--- src/rtl/busown_ctrl.sv ---
module busown_ctrl #(
  parameter int TICK_DIV  = 10_000_000,
  parameter int TMO_TICKS = 2,
  parameter int RST_CYC   = 4
) (
  input  logic       clk,
  input  logic       rst_n,
  input  logic       cmd_valid,
  input  logic [1:0] cmd,
  input  logic       rst_pol_high,
  input  logic       busack_n,
  output logic       cpu_reset,
  output logic       busreq_n,
  output logic       bus_oe,
  output logic       busy,
  output logic       done,
  output logic [1:0] state,
  output logic       tmo_err
);

  localparam int CMAX = (TICK_DIV > RST_CYC) ? TICK_DIV : RST_CYC;
  localparam int CW   = $clog2(CMAX + 1);
  localparam int TW   = $clog2(TMO_TICKS + 1);
  localparam logic [CW-1:0] DIV_LAST = CW'(TICK_DIV - 1);
  localparam logic [CW-1:0] PLS_LAST = CW'(RST_CYC - 1);
  localparam logic [TW-1:0] TMO_LIM  = TW'(TMO_TICKS);

  localparam logic [1:0] C_RESET = 2'd0, C_REQ = 2'd1, C_REL = 2'd2, C_RESTART = 2'd3;

  typedef enum logic [2:0] {P_IDLE, P_REQW, P_DROP, P_RELW, P_PULSE} phase_t;
  phase_t phase;

  logic [CW-1:0] cnt;
  logic [TW-1:0] ticks;
  logic [1:0]    ack_q;
  logic          ack_s, rst_on, tgt_run;
  wire           tmo = (ticks == TMO_LIM);

  assign ack_s     = ack_q[1];
  assign busy      = (phase != P_IDLE);
  assign cpu_reset = rst_pol_high ? rst_on : ~rst_on;

  always_ff @(posedge clk) begin
    if (!rst_n) ack_q <= 2'b11;
    else        ack_q <= {ack_q[0], busack_n};
  end

  always_ff @(posedge clk) begin
    if (!rst_n) begin
      phase    <= P_IDLE;
      state    <= 2'd0;
      rst_on   <= 1'b1;
      busreq_n <= 1'b1;
      bus_oe   <= 1'b0;
      done     <= 1'b0;
      tmo_err  <= 1'b0;
      cnt      <= '0;
      ticks    <= '0;
      tgt_run  <= 1'b0;
    end else begin
      done <= 1'b0;
      unique case (phase)
        P_IDLE: if (cmd_valid) begin
          unique case (cmd)
            C_RESET: begin
              bus_oe  <= 1'b0;
              rst_on  <= 1'b1;
              tgt_run <= 1'b0;
              phase   <= P_DROP;
            end
            C_REQ: if (state[0]) begin
              done <= 1'b1;
            end else begin
              busreq_n <= 1'b0;
              cnt      <= '0;
              ticks    <= '0;
              phase    <= P_REQW;
            end
            C_REL: if (!state[0]) begin
              done <= 1'b1;
            end else begin
              bus_oe  <= 1'b0;
              tgt_run <= state[1];
              phase   <= P_DROP;
            end
            C_RESTART: begin
              rst_on <= 1'b1;
              cnt    <= '0;
              phase  <= P_PULSE;
            end
          endcase
        end
        P_REQW: begin
          if (!ack_s) begin
            bus_oe   <= 1'b1;
            state[0] <= 1'b1;
            tmo_err  <= 1'b0;
            done     <= 1'b1;
            phase    <= P_IDLE;
          end else if (tmo) begin
            busreq_n <= 1'b1;
            tmo_err  <= 1'b1;
            done     <= 1'b1;
            phase    <= P_IDLE;
          end else if (cnt == DIV_LAST) begin
            cnt   <= '0;
            ticks <= ticks + 1'b1;
          end else begin
            cnt <= cnt + 1'b1;
          end
        end
        P_DROP: begin
          busreq_n <= 1'b1;
          cnt      <= '0;
          ticks    <= '0;
          phase    <= P_RELW;
        end
        P_RELW: begin
          if (ack_s || tmo) begin
            state   <= {tgt_run, 1'b0};
            tmo_err <= !ack_s;
            done    <= 1'b1;
            phase   <= P_IDLE;
          end else if (cnt == DIV_LAST) begin
            cnt   <= '0;
            ticks <= ticks + 1'b1;
          end else begin
            cnt <= cnt + 1'b1;
          end
        end
        P_PULSE: begin
          if (cnt == PLS_LAST) begin
            rst_on   <= 1'b0;
            state[1] <= 1'b1;
            tmo_err  <= 1'b0;
            done     <= 1'b1;
            phase    <= P_IDLE;
          end else begin
            cnt <= cnt + 1'b1;
          end
        end
        default: phase <= P_IDLE;
      endcase
    end
  end

  a_r3_oe_only_while_requesting: assert property (@(posedge clk) disable iff (!rst_n)
    bus_oe |-> !busreq_n);
  a_r3_oe_after_ack: assert property (@(posedge clk) disable iff (!rst_n)
    $rose(bus_oe) |-> $past(!ack_s));
  a_r5_drivers_off_before_unrequest: assert property (@(posedge clk) disable iff (!rst_n)
    $rose(busreq_n) |-> !$past(bus_oe));
  a_r2_oe_matches_owned: assert property (@(posedge clk) disable iff (!rst_n)
    !busy |-> (bus_oe == state[0]));
  a_r11_done_single: assert property (@(posedge clk) disable iff (!rst_n)
    done |=> !done);
  a_r11_state_moves_with_done: assert property (@(posedge clk) disable iff (!rst_n)
    !$stable(state) |-> done);

endmodule

--- config.mk ---
export PLATFORM = sky130hd
export DESIGN_NAME = busown_ctrl
export DESIGN_NICKNAME = d
export VERILOG_FILES = /design/src/rtl/busown_ctrl.sv
export SDC_FILE = /design/constraint.sdc
export NUM_CORES = 1
export LEC_CHECK = 0
export BUFFER_PORTS_ARGS = -buffer_cell sky130_fd_sc_hd__buf_2
export CORE_MARGIN = 2
export CORE_UTILIZATION = 60
export DETAILED_ROUTE_END_ITERATION = 10
export GPL_ROUTABILITY_DRIVEN = 0
export HOLD_SLACK_MARGIN = 0.15
export MAX_ROUTING_LAYER = met4
export PLACE_DENSITY = 0.77
export RECOVER_POWER = 50
export SLEW_MARGIN = 10
export SYNTH_ARGS = -nofsm -noshare
export SYNTH_HDL_FRONTEND = slang
export SYNTH_SLANG_ARGS = --single-unit
--- constraint.sdc ---
create_clock -name clk -period 2.4 [get_ports clk]
set_clock_uncertainty 0.2 [all_clocks]
set_input_delay 0.36 -clock clk [delete_from_list [all_inputs] [get_ports clk]]
set_output_delay 0.36 -clock clk [all_outputs]
set_load 0.05 [all_outputs]
==> metrics.txt, run 1 <==
DP HPWL ~3.7 mm; final worst path period need 2.36 ns; Leakage a little under 1 nW; die area 0.00422 mm^2; Post-DRT Antenna Nets 0; via count of the first global-routing pass 2013; pins over their slew limit 0; total number of placement rows 22; Max Root-Sink Buffers 2; startpoint type of the worst setup path flip-flop; total routing usage reported by global routing 0.284; clock network latency to the later pin of the worst-skew pair around 0.30 ns; die height between 60 and 70 um; netlist area before placement 0.00223 mm^2; Layout Cell Area excl Fill around 0.0027 mm^2; maximum number of pins on one net before global-route repair 21; Overflow after GRT 0; delay of the slowest cell on the worst path around 0.44 ns; power consumption roughly 2.1 mW; number of ports placed on the die boundary 15; Seq/Total Area, Yosys 0.350; Yosys Warn Count 0; Clock Root Buffer sky130_fd_sc_hd__clkbuf_8; crit end category flip-flop; MaxCap Viol Count 0; Chip Width 65.0 um; average instance area after synthesis 8.11 um^2; Remaining DRCs 0; portion of the clock cycle consumed by the worst path in the final layout 0.983; share of cells above drive strength 1 0.187; synthesized instance count roughly 280; highest-count cells in the layout ignoring fill and taps 41 x sky130_fd_sc_hd__nor2_1, 39 x sky130_fd_sc_hd__dfxtp_1, 24 x sky130_fd_sc_hd__nand2_1, 21 x sky130_fd_sc_hd__xnor2_1, 19 x sky130_fd_sc_hd__buf_4; maximum operating frequency roughly 0.42 GHz; net count of the mapped netlist 289; starting density of the core 0.618; wire length of the first global-routing pass 9.02 mm; Detailed Route Iter0 Violations 251; crit-path max FO 10; topmost layer with routed signal wires met4; final hold violation count 0; Clock transition at path regs 0.08 ns; number of enable flip-flop cells after synthesis 0; relative slew slack 0.606; antenna diode instance count 0; synth-to-layout area growth 21.9%; Core Footprint 0.00361 mm^2; number of clock buffers inserted by TritonCTS 5; Critical-path top delay cell sky130_fd_sc_hd__o41ai_2; final-layout worst hold slack 0.216 ns; Layout Cells excl Fill 358; DP Cell Count 346; CTS H-tree depth 2; dominant synthesized flop cell sky130_fd_sc_hd__dfxtp_1; critical path class flip-flop to flip-flop; wl on met1 2.55 mm; Post-layout nets 323; most frequent standard cell in the layout excluding fill and tap cells sky130_fd_sc_hd__nor2_1; total met2 wirelength after detailed routing 2.64 mm; placed instance area 0.00244 mm^2; final setup vio count 0; sum of met3 wire segment lengths after detailed routing 354 um; initial antenna violation count 0; Port Buf Inserts 14; total wire length after detailed routing 5.70 mm; Post-synth ARST share 0; clock tree from TritonCTS yes; library cell appearing most often on the critical path sky130_fd_sc_hd__buf_4; post-DR vias/cell 6.06; status complete, no violations; worst min-delay path class flip-flop to flip-flop; number of storage elements in the synthesis netlist 39; data required time of the worst path 2.39 ns; vias after detailed routing 2168; CTS sink count 39; transition time of the tightest slew-check pin 0.593 ns; total power per unit cell area 788 mW/mm^2; maximum VDD drop 486 uV; Yosys cell types 51; WP data arrival ~2.4 ns; drt first pass iters 5; final routed wire length divided by cell count about 16 um; series of cell instances along the critical path nor4_2 -> buf_4 -> nand2_1 -> o41ai_2 -> inv_1 -> o21ai_2 -> buf_4 -> nor2_1
==> cell usage after synthesis, drive strengths merged (6+ instances only) <==
| library cell | n | area share |
|---|---|---|
| nor4 | 13 | 0.046 |
| inv | 9 | 0.015 |
| dfxtp | 39 | 0.35 |
| buf | 9 | 0.034 |
| nor3 | 17 | 0.043 |
| o21ai | 11 | 0.025 |
| nor2 | 41 | 0.069 |
| nand2 | 25 | 0.042 |
| xnor2 | 21 | 0.082 |
| nand4 | 6 | 0.017 |
| a21oi | 11 | 0.025 |
| ha | 7 | 0.039 |
| nand3 | 10 | 0.022 |
==> registers in the layout, indices dropped and copies added (netlist names) <==
register,flops
ticks,2
tgt_run,1
ack_q,2
rst_on,1
busreq_n,1
phase,3
state,2
cnt,24
tmo_err,1
done,1
bus_oe,1
==> cell type report <==
type	instances	area, um^2
Clock buffer	5	68.8
Multi-Input combinational cell	214	1440
Fill cell	272	888
Clock inverter	3	67.6
Tap cell	48	60.1
Timing Repair Buffer	40	264
Sequential cell	39	781
Inverter	9	33.8
==> kinds of logic (layout without fill, tap and decap cells) <==
| kind of cell | after synthesis | in the layout | share of synthesized area |
|---|---|---|---|
| buffers and inverters | 22 | 57 | 0.0555 |
| muxes | 4 | 4 | 0.0180 |
| and+or+nand+nor | 139 | 139 | 0.326 |
| AOI/OAI and AO/OA | 42 | 42 | 0.125 |
| adders and majority gates | 7 | 7 | 0.0393 |
| DFF | 39 | 39 | 0.350 |
| xor gates and xnor gates | 22 | 22 | 0.0864 |
==> layer usage <==
metal,track usage,vias up
met5,-,-
met4,0.101,0
met3,0.0816,16
met2,0.427,93
met1,0.365,1017
li1,-,1042
==> critical path: cells and delay by family (launching register included) <==
| kind | cells | cell delay [ns] |
|---|---|---|
| buffers and inverters | 3 | 0.53 |
| flip-flops | 1 | 0.36 |
| AO/OA/AOI/OAI | 2 | 0.62 |
| AND/OR/NAND/NOR | 3 | 0.54 |
==> report_power, final <==
part | leakage [nW] | internal [mW] | switching [mW]
clock | 0.0644 | 0.415 | 0.245
sequential | 0.316 | 0.684 | 0.0310
combinational | 0.584 | 0.260 | 0.507
total | 0.964 | 1.36 | 0.783
==> worst paths after layout <==
path | slack (ns) | start | cells after the start | end
hold reg to reg | 0.22 | ack_q[0]$_SDFF_PN1_ | 1 | ack_q[1]$_SDFF_PN1_
setup reg to reg | 0.04 | cnt[17]$_SDFFE_PN0P_ | 8 | cnt[11]$_SDFFE_PN0P_
setup / recovery | 0.04 | cnt[17]$_SDFFE_PN0P_ | 8 | cnt[11]$_SDFFE_PN0P_
hold / removal | 0.22 | ack_q[0]$_SDFF_PN1_ | 1 | ack_q[1]$_SDFF_PN1_
==> per-stage QoR <==
| stage | worst slack (ns) | utilization | setup TNS [ns] |
|---|---|---|---|
| after floorplan | 0.204 | - | 0 |
| after global placement | 0.0661 | 0.678 | 0 |
| after detailed placement | 0.0204 | 0.678 | 0 |
| after CTS | 0.00420 | 0.726 | 0 |
| after global routing | -0.0918 | 0.754 | -1.38 |
| final | 0.0404 | 0.754 | 0 |
==> what timing repair did <==
| item | in CTS | in global routing |
|---|---|---|
| gates cloned | 0 | 1 |
| endpoints found under the hold margin | 4 | 0 |
| endpoints found under the setup margin | 1 | 27 |
| hold buffers | 3 | 0 |
| setup buffers | 0 | 0 |
| pin swaps | 0 | 1 |
| gates resized for setup | 1 | 24 |
Power figures use the tool's default switching activity.
==> inputs of run 2 (changes only) <==
- ABC_AREA: default -> 1
- CORE_UTILIZATION: 60 -> 61
- PLACE_DENSITY: 0.77 -> 0.78
==> run 2 against run 1 <==
  * First-iteration DRC count is 58% higher
  * Non-clock buffer count up 7
  * Synthesized cell count is 69% higher
  * Combinational power grew 31%
  * Design area is 17% higher
  * Cell count is 55% higher
  * Critical endpoint is now busy
  * Largest cell class unchanged
  * Largest power group unchanged
==> metrics.txt, run 2 <==
Yosys Warn Count 0; die height between 70 and 80 um; crit-path max FO 7; CP Capture Point busy; Seq/Total Area, Yosys 0.278; clock tree from TritonCTS yes; DP Cell Count 546; start of the worst register-to-register path phase[0]$_SDFFE_PN0P_; starting density of the core 0.641; multi-input combinational cell area 0.00176 mm^2; MaxCap Viol Count 0; die area approximately 0.0052 mm^2; Critical-path top delay cell sky130_fd_sc_hd__nor2_1; power consumption 2.25 mW; Leakage 1.30 nW; Remaining DRCs 0; status complete, no violations; number of ports placed on the die boundary 15; transition time of the tightest slew-check pin 0.600 ns; top cell type by total area after synthesis sky130_fd_sc_hd__dfxtp_1; crit end category output port; cells taking the most area after synthesis sky130_fd_sc_hd__dfxtp_1 28%, sky130_fd_sc_hd__nand2_1 19%, sky130_fd_sc_hd__nor2_1 9.6%, sky130_fd_sc_hd__a21oi_1 7.5%, sky130_fd_sc_hd__inv_1 5.3%; via count of the first global-routing pass between 2000 and 3000; worst min-delay path class input port to flip-flop; final routed wire length divided by cell count roughly 14 um; final-layout worst hold slack 0.194 ns; Overflow after GRT 0; maximum number of pins on one net before global-route repair 25; total power per unit cell area around 700 mW/mm^2; total routing usage reported by global routing 0.330; cells on worst reg2reg path 10; relative slew slack 0.602; wire length of the first global-routing pass 13.0 mm; series of cell instances along the critical path inv_1 -> nand2_1 -> nor2_1 -> inv_1 -> buf_2; most frequent cells after synthesis 142 x sky130_fd_sc_hd__nand2_1, 72 x sky130_fd_sc_hd__nor2_1, 42 x sky130_fd_sc_hd__a21oi_1; Chip Width a little over 70 um; count of fill cells added during filler insertion 380; crit path launch phase[0]$_SDFFE_PN0P_; setup repair after global routing missed its margin no; Post-layout nets 516; number of enable flip-flop cells after synthesis 0; cell with the most instances after synthesis sky130_fd_sc_hd__nand2_1; Clock Root Buffer sky130_fd_sc_hd__clkbuf_8; clock network latency to the later pin of the worst-skew pair 0.30 ns; synth-to-layout area growth 13.4%; setup total negative slack 0 ns; largest registers ranked by flip-flop count cnt: 24 flops, phase: 3 flops; library cell appearing most often on the critical path sky130_fd_sc_hd__inv_1; maximum VDD drop ~560 uV; antenna diode instance count 0; DP HPWL 5.84 mm; post-DR vias/cell 5.75; startpoint type of the worst setup path flip-flop; Max Root-Sink Buffers 2; Clock transition at path regs 0.08 ns; synthesized instance count 464; Port Buf Inserts 14; total wire length after detailed routing 7.85 mm; drt first pass iters 6; setup slack of the worst register-to-register path 0.21 ns; Post-synth ARST share 0; CTS H-tree depth 2; share of cells above drive strength 1 0.125; Reg with most FFs cnt; footprint of the flip-flops and latches 781 um^2; portion of synthesized cell area occupied by the leading cell type 0.278; average instance area after synthesis around 6.1 um^2; final setup vio count 0; Yosys cell types 36; Layout Cells excl Fill 555; delay of the slowest cell on the worst path 0.40 ns; cell count along the critical path 5; Buffers & Inverters on Critical Path 3; max reg flops 24; Detailed Route Iter0 Violations 397; netlist area before placement 0.00281 mm^2; vias after detailed routing ~3200; WP data arrival approximately 1.7 ns; pins over their slew limit 0; Core Footprint roughly 0.0044 mm^2; initial antenna violation count 0; placed instance area 0.00310 mm^2; data required time of the worst path 1.84 ns; final worst path period need 2.24 ns; maximum operating frequency between 0.4 and 0.5 GHz; total number of placement rows 24; critical path class flip-flop to output port; number of clock buffers inserted by TritonCTS 5; net count of the mapped netlist between 400 and 500; highest-count cells in the layout ignoring fill and taps 144 x sky130_fd_sc_hd__nand2_1, 73 x sky130_fd_sc_hd__nor2_1, 42 x sky130_fd_sc_hd__a21oi_1, 41 x sky130_fd_sc_hd__inv_1, 39 x sky130_fd_sc_hd__dfxtp_1; CTS sink count 39; most frequent standard cell in the layout excluding fill and tap cells sky130_fd_sc_hd__nand2_1; dominant synthesized flop cell sky130_fd_sc_hd__dfxtp_1; RR Endpoint cnt[22]$_SDFFE_PN0P_; family with the most delay on the worst path buffers and inverters; number of storage elements in the synthesis netlist 39; final hold violation count 0; Post-CTS Setup Repair Bufs 0; Layout Cell Area excl Fill roughly 0.0032 mm^2; portion of the clock cycle consumed by the worst path in the final layout 0.935; Post-DRT Antenna Nets 0
## run 2: per-stage QoR
step,setup WS (ns),utilization
2_1_floorplan,0.515,-
3_3_place_gp,-0.0351,0.707
3_5_place_dp,-0.124,0.707
4_1_cts,0.0645,0.733
5_1_grt,0.0485,0.727
6_report,0.156,0.727
## run 2: cell type report
class,count,share of cell area
clock buffer,7,0.0302
clock inverter,1,0.00235
inverter,46,0.0541
multi-input combinational,363,0.553
sequential,39,0.245
tap,52,0.0204
timing repair buffer,47,0.0953
## run 2: timing repair
action,in CTS,in global routing
gates resized for setup,0,1
endpoints found under the setup margin,0,12
endpoints found under the hold margin,1,0
hold buffers,1,0
## run 2: worst min path at each step
stage	cells past startpoint	slack, ns	startpoint	end
after floorplan	1	0.19	ack_q[0]$_SDFF_PN1_	ack_q[1]$_SDFF_PN1_
after global placement	1	0.20	ack_q[0]$_SDFF_PN1_	ack_q[1]$_SDFF_PN1_
after detailed placement	1	0.20	ack_q[0]$_SDFF_PN1_	ack_q[1]$_SDFF_PN1_
after CTS	2	0.17	rst_n	busreq_n$_SDFFE_PN1P_
after global routing	3	0.23	cmd_valid	rst_on$_SDFFE_PN1P_
final	3	0.19	cmd_valid	rst_on$_SDFFE_PN1P_
## run 2: report_power, final
| group | internal [mW] | total, mW | leakage [nW] | switching (mW) |
|---|---|---|---|---|
| clock network | 0.262 | 0.507 | 0.0505 | 0.245 |
| registers | 0.698 | 0.736 | 0.316 | 0.0377 |
| logic | 0.255 | 1.00 | 0.935 | 0.749 |
| total | 1.22 | 2.25 | 1.30 | 1.03 |
## run 2: worst reg2reg max path, delay by kind of cell, from the launching register on
kind / cells / cell delay, ns
flops: 1 / 0.37
compound gates: 1 / 0.20
simple gates: 7 / 1.00
buf+inv: 2 / 0.30
## run 2: per-layer routing
metal	routed length (um)	vias to the layer above	GRT usage
met4	253	0	0.143
met2	3990	152	0.573
met1	3130	1449	0.378
met3	479	26	0.0500
li1	-	1565	-
met5	0	-	-
## run 2: cell families after synthesis
kind of cell	count (synthesis)	share of synthesized area
AND/OR/NAND/NOR	282	0.441
AO/OA/AOI/OAI	64	0.126
buffers and inverters	62	0.0926
flip-flops	39	0.278
XOR/XNOR	10	0.0312
adder cells (fa/ha/maj)	7	0.0312
==> inputs of run 3 (changes only) <==
- PLACE_DENSITY: 0.78 -> default
- PLACE_DENSITY_LB_ADDON: default -> 0.08
==> run 3 against run 2 <==
  * Non-clock buffer count down 8
  * Sequential share of layout area up 0.27 points
  * First-iteration DRC count shrank 19%
  * Hold slack better by 0.0087 ns
  * Cell count is 1.4% lower
  * Critical path depth grew 5
  * Maximum frequency fell by 4.0%
  * Combinational power about the same
  * Register-to-register slack worse by 0.15 ns
==> metrics.txt, run 3 (synthesis gave the netlist of run 2 again) <==
status complete, no violations; highest-count cells in the layout ignoring fill and taps 142 x sky130_fd_sc_hd__nand2_1, 72 x sky130_fd_sc_hd__nor2_1, 42 x sky130_fd_sc_hd__a21oi_1, 41 x sky130_fd_sc_hd__inv_1, 39 x sky130_fd_sc_hd__dfxtp_1; Chip Width 71.9 um; number of ports placed on the die boundary 15; portion of the clock cycle consumed by the worst path in the final layout 0.974; total power per unit cell area 726 mW/mm^2; maximum VDD drop 594 uV; pins over their slew limit 0; final worst path period need 2.34 ns; clock network latency to the later pin of the worst-skew pair 0.30 ns; placed instance area roughly 0.0030 mm^2; Reg with most FFs cnt; total number of placement rows 24; startpoint type of the worst setup path flip-flop; most frequent standard cell in the layout excluding fill and tap cells sky130_fd_sc_hd__nand2_1; initial antenna violation count 0; final hold violation count 0; die area roughly 0.0052 mm^2; max reg flops 24; final routed wire length divided by cell count roughly 14 um; Max Root-Sink Buffers 2; family with the most delay on the worst path simple AND/OR/NAND/NOR gates; Port Buf Inserts 14; Leakage between 1 and 1.5 nW; synth-to-layout area growth 12.2%; start of the worst register-to-register path cnt[0]$_SDFFE_PN0P_; die height 71.9 um; drt first pass iters 6; via count of the first global-routing pass 3021; MaxCap Viol Count 0; maximum operating frequency 0.428 GHz; starting density of the core 0.641; Post-DRT Antenna Nets 0; Overflow after GRT 0; multi-input combinational cell area 0.00178 mm^2; Layout Cells excl Fill 547; antenna diode instance count 0; footprint of the flip-flops and latches 781 um^2; minimum setup slack after placement -0.109 ns; total routing usage reported by global routing 0.332; WP data arrival 2.36 ns; critical path class flip-flop to flip-flop; number of clock buffers inserted by TritonCTS 5; Clock Root Buffer sky130_fd_sc_hd__clkbuf_8; series of cell instances along the critical path ha_1 -> buf_4 -> inv_1 -> nor2_2 -> nand2_1 -> nor2_1 -> nand3_1 -> nor2_1 -> nand3_1 -> a21oi_1; Critical-path top delay cell sky130_fd_sc_hd__dfxtp_1; delay of the slowest cell on the worst path 0.49 ns; Remaining DRCs 0; Core Footprint 0.00438 mm^2; clock tree from TritonCTS yes; vias after detailed routing 3132; CTS sink count 39; transition time of the tightest slew-check pin 0.600 ns; Worst Min Path Start cmd_valid; largest registers ranked by flip-flop count cnt: 24 flops, phase: 3 flops; setup repair after global routing missed its margin no; worst min-delay path class input port to flip-flop; Buffers & Inverters on Critical Path 2; Detailed Route Iter0 Violations between 300 and 400; data required time of the worst path 2.42 ns; Post-CTS Setup Repair Bufs 0; crit-path max FO 7; Clock transition at path regs 0.08 ns; total wire length after detailed routing approximately 7.4 mm; final worst-path setup slack 0.0623 ns; maximum number of pins on one net before global-route repair 25; crit end category flip-flop; post-DR vias/cell 5.73; final setup vio count 0; CTS H-tree depth 2; relative slew slack 0.602; wire length of the first global-routing pass around 13 mm; RR Endpoint cnt[20]$_SDFFE_PN0P_; DP Cell Count 538; final core occ 0.719; share of cells above drive strength 1 0.115; DP HPWL 5.63 mm; setup total negative slack 0 ns; setup slack of the worst register-to-register path 0.06 ns; cells on worst reg2reg path 10; Post-layout nets 508; Layout Cell Area excl Fill between 0.003 and 0.004 mm^2; cell count of the worst hold path 3; Worst Hold Endpoint rst_on$_SDFFE_PN1P_; count of fill cells added during filler insertion 386
-- run 3: worst max-delay path by stage --
stage	from	to	slack [ns]	depth (start not counted)
after global placement	cmd[1]	cnt[1]$_SDFFE_PN0P_	-0.01	11
after floorplan	cnt[0]$_SDFFE_PN0P_	cnt[16]$_SDFFE_PN0P_	0.52	10
after detailed placement	cmd[1]	cnt[1]$_SDFFE_PN0P_	-0.11	11
after global routing	phase[0]$_SDFFE_PN0P_	cnt[22]$_SDFFE_PN0P_	0.02	11
after CTS	ticks[0]$_SDFFE_PN0P_	cnt[1]$_SDFFE_PN0P_	0.008	9
final	cnt[0]$_SDFFE_PN0P_	cnt[20]$_SDFFE_PN0P_	0.06	10
-- run 3: what timing repair did --
item	in CTS	in global routing
endpoints found under the hold margin	1	0
hold buffers	1	0
resized for setup	0	1
setup endpoints to repair	0	22
-- run 3: power breakdown --
| group | leakage [nW] | internal (mW) | total, mW | switching, mW |
|---|---|---|---|---|
| Combinational | 0.896 | 0.241 | 0.965 | 0.724 |
| Sequential | 0.316 | 0.698 | 0.747 | 0.0491 |
| Clock | 0.0612 | 0.337 | 0.577 | 0.241 |
-- run 3: final cells by class --
cell class / instances / area share
inverters: 46 / 0.0547
well taps: 52 / 0.0206
clock inverters: 2 / 0.0111
flip-flops and latches: 39 / 0.248
multi-input cells: 363 / 0.563
repair buffers: 39 / 0.0770
clock buffers: 6 / 0.0262
-- run 3: per-stage QoR --
stage	hold WS [ns]	power (mW)
2_1_floorplan	0.193	1.54
3_3_place_gp	0.193	1.70
3_5_place_dp	0.205	1.71
4_1_cts	0.168	2.29
5_1_grt	0.217	2.44
6_report	0.203	2.29
-- run 3: tightest hold or removal path, cell delays in order --
cell and delay (ns):
sky130_fd_sc_hd__buf_2 0.12, sky130_fd_sc_hd__nand2_1 0.08, sky130_fd_sc_hd__o211ai_1 0.08
-- run 3: metal layers --
layer / track usage / part of all wire
met3: 0.0569 / 0.068
met4: 0.170 / 0.046
met1: 0.384 / 0.40
met5: - / 0
met2: 0.553 / 0.49
